### config.mk
export PLATFORM = sky130hd
export DESIGN_NAME = shf_unit
export DESIGN_NICKNAME = d
export VERILOG_FILES = /design/src/rtl/shf_pkg.sv /design/src/rtl/shf_count.sv /design/src/rtl/shf_core.sv /design/src/rtl/shf_flags.sv /design/src/rtl/shf_unit.sv
export SDC_FILE = /design/constraint.sdc
export NUM_CORES = 2
export LEC_CHECK = 0
export ABC_AREA = 1
export BUFFER_PORTS_ARGS = -buffer_cell sky130_fd_sc_hd__buf_2
export CELL_PAD_IN_SITES_DETAIL_PLACEMENT = 0
export CELL_PAD_IN_SITES_GLOBAL_PLACEMENT = 1
export CORE_MARGIN = 2
export CORE_UTILIZATION = 49
export CTS_BUF_LIST = sky130_fd_sc_hd__clkbuf_8
export DETAILED_ROUTE_END_ITERATION = 8
export GPL_ROUTABILITY_DRIVEN = 0
export MAX_ROUTING_LAYER = met4
export PLACE_DENSITY_LB_ADDON = 0.1
export SLEW_MARGIN = 20
export SYNTH_ARGS = -nofsm -noshare
export SYNTH_HDL_FRONTEND = slang
export SYNTH_HIERARCHICAL = 1
export SYNTH_SLANG_ARGS = --single-unit
### constraint.sdc
create_clock -name clk -period 44.8 [get_ports clk]
set_clock_uncertainty 0.2 [all_clocks]
set_input_delay 4.48 -clock clk [delete_from_list [all_inputs] [get_ports clk]]
set_output_delay 4.48 -clock clk [all_outputs]
set_load 0.005 [all_outputs]
### src/rtl/shf_pkg.sv
package shf_pkg;
  localparam int SHF_DW    = 32;
  localparam int SHF_CNT_W = 6;
  localparam int SHF_MAXC  = 1 << SHF_CNT_W;

  typedef enum logic [1:0] {K_ARITH = 2'd0, K_LOGIC = 2'd1, K_ROT = 2'd2, K_ROTX = 2'd3} shf_kind_e;
  typedef enum logic [1:0] {SZ_B = 2'd0, SZ_W = 2'd1, SZ_L = 2'd2, SZ_L2 = 2'd3} shf_size_e;
  typedef enum logic [1:0] {CM_REG = 2'd0, CM_IMM = 2'd1, CM_ONE = 2'd2, CM_ONE2 = 2'd3} shf_cmode_e;

  typedef struct packed {
    logic [SHF_DW-1:0] v;
    logic              c;
    logic              x;
    logic              vf;
  } shf_state_t;

  function automatic int size_msb(logic [1:0] sz);
    case (sz)
      2'd0:    return 7;
      2'd1:    return 15;
      default: return SHF_DW - 1;
    endcase
  endfunction

  function automatic logic [SHF_DW-1:0] size_mask(logic [1:0] sz);
    case (sz)
      2'd0:    return SHF_DW'(32'h0000_00FF);
      2'd1:    return SHF_DW'(32'h0000_FFFF);
      default: return {SHF_DW{1'b1}};
    endcase
  endfunction

  // One single-place step of any of the eight operations.
  function automatic shf_state_t shf_step(shf_state_t s, logic [2:0] op, int msb_i,
                                          logic [SHF_DW-1:0] mask);
    shf_state_t        r;
    shf_kind_e         k;
    logic              oldm;
    logic              outb;
    logic              fill;
    logic [SHF_DW-1:0] nv;
    r    = s;
    k    = shf_kind_e'(op[2:1]);
    oldm = s.v[msb_i];
    if (op[0]) begin
      outb = oldm;
      nv   = (s.v << 1) & mask;
      case (k)
        K_ROT:   fill = outb;
        K_ROTX:  fill = s.x;
        default: fill = 1'b0;
      endcase
      nv[0] = fill;
      if (k == K_ARITH && nv[msb_i] != oldm) r.vf = 1'b1;
    end else begin
      outb = s.v[0];
      nv   = s.v >> 1;
      case (k)
        K_ARITH: fill = oldm;
        K_ROT:   fill = outb;
        K_ROTX:  fill = s.x;
        default: fill = 1'b0;
      endcase
      nv[msb_i] = fill;
    end
    r.c = outb;
    if (k != K_ROT) r.x = outb;
    r.v = nv;
    return r;
  endfunction
endpackage

### src/rtl/shf_count.sv
module shf_count
  import shf_pkg::*;
(
  input  logic                 clk,
  input  logic                 rst_n,
  input  logic                 in_valid,
  input  logic [1:0]           cnt_mode,
  input  logic [SHF_DW-1:0]    cnt_reg,
  input  logic [2:0]           imm_cnt,
  output logic [SHF_CNT_W-1:0] eff_cnt
);
  always_comb begin
    case (shf_cmode_e'(cnt_mode))
      CM_REG:  eff_cnt = cnt_reg[SHF_CNT_W-1:0];
      CM_IMM:  eff_cnt = (imm_cnt == 3'd0) ? SHF_CNT_W'(8) : SHF_CNT_W'(imm_cnt);
      default: eff_cnt = SHF_CNT_W'(1);
    endcase
  end

  // immediate counts always land in 1..8
  p_imm_range_r3: assert property (@(posedge clk) disable iff (!rst_n)
    (in_valid && cnt_mode == 2'd1) |-> (eff_cnt != '0 && eff_cnt <= SHF_CNT_W'(8)));
  // memory form always shifts by exactly one
  p_one_form_r3: assert property (@(posedge clk) disable iff (!rst_n)
    (in_valid && cnt_mode[1]) |-> (eff_cnt == SHF_CNT_W'(1)));
endmodule

### src/rtl/shf_core.sv
module shf_core
  import shf_pkg::*;
(
  input  logic [SHF_DW-1:0]    opnd,
  input  logic [1:0]           size_sel,
  input  logic [2:0]           op_sel,
  input  logic [SHF_CNT_W-1:0] cnt,
  input  logic                 x_in,
  output logic [SHF_DW-1:0]    val_sized,
  output logic                 c_o,
  output logic                 x_o,
  output logic                 v_o
);
  logic [SHF_DW-1:0] mask;
  int                msb_i;
  shf_state_t        st;

  always_comb begin
    mask  = size_mask(size_sel);
    msb_i = size_msb(size_sel);
    st.v  = opnd & mask;
    st.x  = x_in;
    st.c  = (shf_kind_e'(op_sel[2:1]) == K_ROTX) ? x_in : 1'b0;
    st.vf = 1'b0;
    for (int i = 0; i < SHF_MAXC; i++) begin
      if (i < int'(cnt)) st = shf_step(st, op_sel, msb_i, mask);
    end
    val_sized = st.v;
    c_o       = st.c;
    x_o       = st.x;
    v_o       = st.vf;
  end
endmodule

### src/rtl/shf_flags.sv
module shf_flags
  import shf_pkg::*;
(
  input  logic [SHF_DW-1:0] opnd,
  input  logic [1:0]        size_sel,
  input  logic [SHF_DW-1:0] val_sized,
  output logic [SHF_DW-1:0] merged,
  output logic              n_o,
  output logic              z_o
);
  logic [SHF_DW-1:0] mask;
  always_comb begin
    mask   = size_mask(size_sel);
    merged = (opnd & ~mask) | (val_sized & mask);
    n_o    = val_sized[size_msb(size_sel)];
    z_o    = ((val_sized & mask) == '0);
  end
endmodule

### src/rtl/shf_unit.sv
module shf_unit
  import shf_pkg::*;
(
  input  logic        clk,
  input  logic        rst_n,
  input  logic        in_valid,
  input  logic [31:0] opnd,
  input  logic [1:0]  size_sel,
  input  logic [2:0]  op_sel,
  input  logic [1:0]  cnt_mode,
  input  logic [31:0] cnt_reg,
  input  logic [2:0]  imm_cnt,
  input  logic        x_in,
  output logic        out_valid,
  output logic [31:0] result,
  output logic        flag_x,
  output logic        flag_n,
  output logic        flag_z,
  output logic        flag_v,
  output logic        flag_c
);
  logic [SHF_CNT_W-1:0] eff_cnt;
  logic [SHF_DW-1:0]    val_sized;
  logic [SHF_DW-1:0]    merged;
  logic                 c_w, x_w, v_w, n_w, z_w;

  shf_count u_count (
    .clk(clk), .rst_n(rst_n), .in_valid(in_valid), .cnt_mode(cnt_mode),
    .cnt_reg(cnt_reg), .imm_cnt(imm_cnt), .eff_cnt(eff_cnt)
  );

  shf_core u_core (
    .opnd(opnd), .size_sel(size_sel), .op_sel(op_sel), .cnt(eff_cnt), .x_in(x_in),
    .val_sized(val_sized), .c_o(c_w), .x_o(x_w), .v_o(v_w)
  );

  shf_flags u_flags (
    .opnd(opnd), .size_sel(size_sel), .val_sized(val_sized),
    .merged(merged), .n_o(n_w), .z_o(z_w)
  );

  always_ff @(posedge clk) begin
    if (!rst_n) begin
      out_valid <= 1'b0;
      result    <= '0;
      flag_x    <= 1'b0;
      flag_n    <= 1'b0;
      flag_z    <= 1'b0;
      flag_v    <= 1'b0;
      flag_c    <= 1'b0;
    end else begin
      out_valid <= in_valid;
      if (in_valid) begin
        result <= merged;
        flag_x <= x_w;
        flag_n <= n_w;
        flag_z <= z_w;
        flag_v <= v_w;
        flag_c <= c_w;
      end
    end
  end

  p_valid_follow_r8: assert property (@(posedge clk) disable iff (!rst_n)
    in_valid |=> out_valid);
  p_valid_idle_r8: assert property (@(posedge clk) disable iff (!rst_n)
    !in_valid |=> !out_valid);
  p_rot_x_hold_r4: assert property (@(posedge clk) disable iff (!rst_n)
    (in_valid && op_sel[2:1] == 2'd2) |=> (flag_x == $past(x_in)));
  p_v_clear_r5: assert property (@(posedge clk) disable iff (!rst_n)
    (in_valid && op_sel[2:1] != 2'd0) |=> !flag_v);
  p_zero_cnt_r7: assert property (@(posedge clk) disable iff (!rst_n)
    (in_valid && eff_cnt == '0 && op_sel[2:1] != 2'd3) |=> (!flag_c && flag_x == $past(x_in)));
  p_zero_cnt_val_r7: assert property (@(posedge clk) disable iff (!rst_n)
    (in_valid && eff_cnt == '0) |=> (result == $past(opnd)));
  p_upper_keep_r2: assert property (@(posedge clk) disable iff (!rst_n)
    (in_valid && size_sel == 2'd0) |=> (result[31:8] == $past(opnd[31:8])));
endmodule

Word-level counts from Yosys, hierarchy flattened:

Cells that the tools add are included.

* input port bits: 78
* output and inout bits: 38
* logic and storage cells: 1484
* register bits after elaboration: 38

* bitwise gates (word level): 68
* mux-type cells: 1207
* $lt $le $gt $ge: 65
* reductions and logical operators: 69
* equality and inequality tests: 68

Operator list (count)
* 35-bit two-way mux: 63
* 32-bit bitwise AND: 66
* 32-bit bitwise mux: 63
* 32-bit two-way mux: 63
* 1-bit two-way mux: 760
* 1-bit binary-select mux with 5-bit select: 127
* 1-bit one-hot mux with 3 select lines: 63
* 6-bit < comparator (first input constant): 31
* 1-bit one-hot mux with 2 select lines: 63
* 5-bit by 6-bit < comparator with 1-bit output (first input constant): 16
* 1-bit logical AND: 64
* 32-bit one-hot mux with 2 select lines: 1
* 1-bit inequality test: 63
* 4-bit by 6-bit < comparator with 1-bit output (first input constant): 8
* 32-bit logical NOT: 1
* 32-bit inverter: 1
* 32-bit bitwise OR: 1
* 3-bit by 6-bit < comparator with 1-bit output (first input constant): 4
* 1-bit by 6-bit < comparator with 1-bit output (first input constant): 2
* 2-bit by 6-bit < comparator with 1-bit output (first input constant): 2
* 6-bit one-hot mux with 2 select lines: 1
* 5-bit one-hot mux with 2 select lines: 1
* 2-bit logical NOT: 3
* 5-bit by 6-bit < comparator with 1-bit output (second input constant): 1
* other kinds (7): 9

Logic depth before layout (Yosys ltp):

* word-level depth: 888
* gate-level depth with buffers: 375
* mapped depth without buffers: 375

Modules after synthesis:

Netlist, hierarchy kept.

Modules (own cells, without submodules)
* shf_core: seq. area each 0.0 µm², cells each 10935, instances 1, area an instance 57208.6 µm²
* shf_unit: seq. area each 760.7 µm², cells each 237, instances 1, area an instance 1542.7 µm²
* shf_flags: seq. area each 0.0 µm², cells each 99, instances 1, area an instance 499.2 µm²
* shf_count: seq. area each 0.0 µm², cells each 23, instances 1, area an instance 93.8 µm²

Least setup slack after synthesis:

No wires, ideal clock.

* kind: input to register
* start: in cnt_mode[0]
* end: reg flag_n
* arrival time: 29.734 ns
* setup time: 0.064 ns
* stages: 347
* slack: 14.802 ns
* data required time: 44.536 ns
* path through: inv_1 nor2_2 nand3_1 nand2_1 nor2_4 inv_4 nor2_8 nand2_8 o21ai_1 inv_1 nand2_2 nand2_4 nand2_2 nand4_1 nand3_1 inv_1 or2_4 o21a_1 [311 not listed] nand2_1 nand2_2 nand3_1 nand4_1 nand2_1 nand2_1 nand2_1 nand3_2 nand4_1 nand2_1 a21oi_1 o21a_1 a21oi_1 o21ai_0 inv_1 nand2_1 nand2_1 nor2_1

RTL lines
* start, declared: line shf_unit.sv:10 `input logic [1:0] cnt_mode,`
* end signal, assigned: line shf_unit.sv:56 `flag_n <= n_w;`
* end, declared: line shf_unit.sv:17 `output logic flag_n,`

==> impl_metrics.csv <==
group,metric,value,unit
yosys,syn_area,59340,um2
yosys,yosysTopAreaCell,"nand2_1",
critical_path,slowest_delay,0.48,ns
timing,min_period_over_period,0.9145,
yosys,yosysSeqAreaShare,0.01282,
final_layout,syn2layout_area_growth,-7.702,%
critical_path,path_class,"in -> reg",
clock_tree,h-tree-depth,2,
timing,fmax,24.41,MHz
power_and_ir_drop,power.leakage,0.02490,uW
timing,slew_headroom,0.2561,
routing,drtPass1Iterations,6,
yosys,ys_ff_latch,38,
global_route,grt_max_degree,238,
routing,drt_iter0_drc,8539,
routing,via_count,72430,
yosys,synth_top_area_share,0.2071,
power_and_ir_drop,vdd_drop_max,0.01666,mV
clock_tree,cts_buffers,5,
critical_path,cp_slowest_cell,"clkbuf_8",
worst_hold_path,hp-class,"reg -> reg",
timing,rsz0062_at_grt,"false",
critical_path,r2r_end,"flag_c",
clock_tree,cts_tree,"yes",
place,dp.cells,12180,
clock_tree,ctsHoldBuffers,0,
yosys,synthDistinctLibCells,81,
yosys,synth-async-reset-ratio,0,
critical_path,crit_required,44.82,ns
yosys,synth.avg_cell_area,5.255,um2
yosys,synth_cells,11290,
final_layout,antenna_cells,0,
critical_path,regToRegSetupSlack,43.97,ns
yosys,syn-num-nets,11370,
floorplan,die_x,352.0,um
critical_path,crit_top_cell,"nand2_1",
clock_tree,worstSkewPairLatency,0.32,ns
routing,wl_per_cell,17.67,um
routing,vias_per_cell,5.938,
clock_tree,cts_sinks,38,
timing,drv_slew,0,
place,portBuffers,89,
global_route,antenna_found_initial,1,
routing,drtAntennaViolNets,0,
clock_tree,cts_root_buf,"clkbuf_8",
critical_path,ff2ff_path_depth,2,
yosys,ys_top_cells_by_count,"nand2_1 (3275), o21ai_0 (1878), nor2_1 (932)",
floorplan,fp.dieH,352.0,um
floorplan,dieArea,123900,um2
yosys,synthTopCellsByArea,"nand2_1 (21%), o21ai_0 (16%), clkbuf_8 (10%)",
critical_path,timing.rr.start,"flag_c",
critical_path,worstPathArrival,40.99,ns
timing,setup-violations-final,0,
routing,drc,0,
power_and_ir_drop,power.density,27.13,nW/um2
outcome,status,"finished, final reports clean",
critical_path,crit_path_end,"flag_z",
floorplan,rows,127,
final_layout,final_cells,12200,
global_route,grt_pass1_vias,60400,
final_layout,drive_above_1_share,0.1012,
final_layout,fin_nets,10660,
timing,whs,0.2769,ns
global_route,track_usage,0.3315,
critical_path,start_kind,"primary input",
timing,fin_crit,40.97,ns
global_route,grt-ovfl-total,0,
flow_run,maxCapViolCount,0,
floorplan,io_pins,116,
floorplan,core_area,120000,um2
timing,tightest_slew,1.109,ns
yosys,yosysMostFrequentCell,"nand2_1",
yosys,synth_edf_count,0,
timing,tns,0,ns
clock_tree,clk_pin_slew_worst_paths,0.10,ns
critical_path,critPathLaunch,"size_sel[1]",
yosys,yosys_warnings,6,
global_route,grt_pass1_wl,337.9,mm
critical_path,end_kind,"register",
place,dp_hpwl,156.7,mm
yosys,synthFlopType,"dfxtp_1",
critical_path,worstPathMaxFanout,59,
clock_tree,ctsLongestPathBuffers,2,
routing,drt_wl_total,215.5,mm
timing,final_hold_viol_count,0,
floorplan,initial_core_util,0.4947,
[placed cells by master, fill, tap and decap left out, drive strengths merged, types with 2 or more instances in the layout]
cell type  instances
a2bb2oi            2
o221ai            93
o211ai           592
nand4            138
a21oi            483
nand3            336
o311ai             5
o31ai              4
o21bai           180
nand2           3634
nor2             983
inv              997
clkinv            91
nand3b            10
or2               21
a31o               3
clkbuf             6
dfxtp             38
o211a              2
bufinv             3
a221oi            21
xnor2              3
mux2               7
o21ai           2378
a21boi             5
buf              241
a22oi             14
a31oi             27
o21a               6
o22ai            229
and2              20
[state kept, by name, summed over array words and instances (netlist names)]
name / flops
flag_c: 1
flag_n: 1
flag_v: 1
flag_x: 1
flag_z: 1
out_valid: 1
result: 32
[critical path: cells and delay by family]
family | cells | cell delay, ns
AOI/OAI and AO/OA | 22 | 3.16
buffers and inverters | 19 | 2.34
and+or+nand+nor | 310 | 30.71
[layout make-up]
type,count,area [um2]
multi-input combinational,9208,45970
clock buffer,5,68.82
tap,1612,2017
sequential,38,760.7
clock inverter,3,68.82
fill,13750,65200
timing repair buffer,242,1742
inverter,1089,4149
[cell families after synthesis]
logic type | Yosys count | share of synthesized area
AO/OA/AOI/OAI | 4053 | 0.3992
XOR/XNOR | 3 | 0.0004428
buffers and inverters | 2052 | 0.2163
flip-flops | 38 | 0.01282
multiplexers | 8 | 0.001497
AND/OR/NAND/NOR | 5140 | 0.3697
[report_power, final]
| group | total [uW] | switching [uW] | internal [uW] |
|---|---|---|---|
| sequential | 39.6 | 2.08 | 37.5 |
| clock | 39.2 | 16.8 | 22.4 |
| combinational | 1410 | 1010 | 393 |
[what timing repair did]
action,4_1_cts,5_1_grt
endpoints found under the setup margin,0,36
gates resized for setup,0,24
hold endpoints to repair,0,0
buffers inserted,0,9
[routing by layer]
metal | part of all wire | global-route usage
met2 | 0.42 | 0.4797
met3 | 0.072 | 0.02280
met1 | 0.48 | 0.4878
met5 | 0 | -
met4 | 0.030 | 0.09142
[stage by stage]
step / total power (uW) / utilization / setup WS [ns] / cell area (um2)
2_1_floorplan: 1103 / - / 14.80 / 59340
3_3_place_gp: 1388 / 0.4538 / 3.545 / 54440
3_5_place_dp: 1407 / 0.4538 / 3.171 / 54440
4_1_cts: 1451 / 0.4550 / 3.429 / 54580
5_1_grt: 1657 / 0.4566 / 0.01017 / 54770
6_report: 1486 / 0.4566 / 3.830 / 54770
[worst min-delay path by stage]
stage                     from         end  slack, ns  cells past startpoint
global placement    result[23]  result[23]       0.25                      2
finish              result[22]  result[22]       0.28                      2
detailed placement  result[23]  result[23]       0.26                      2
global route         result[6]   result[6]       0.30                      2
floorplan               flag_c      flag_c       0.27                      2
CTS                  result[6]   result[6]       0.28                      2
Power figures use the tool's default switching activity.
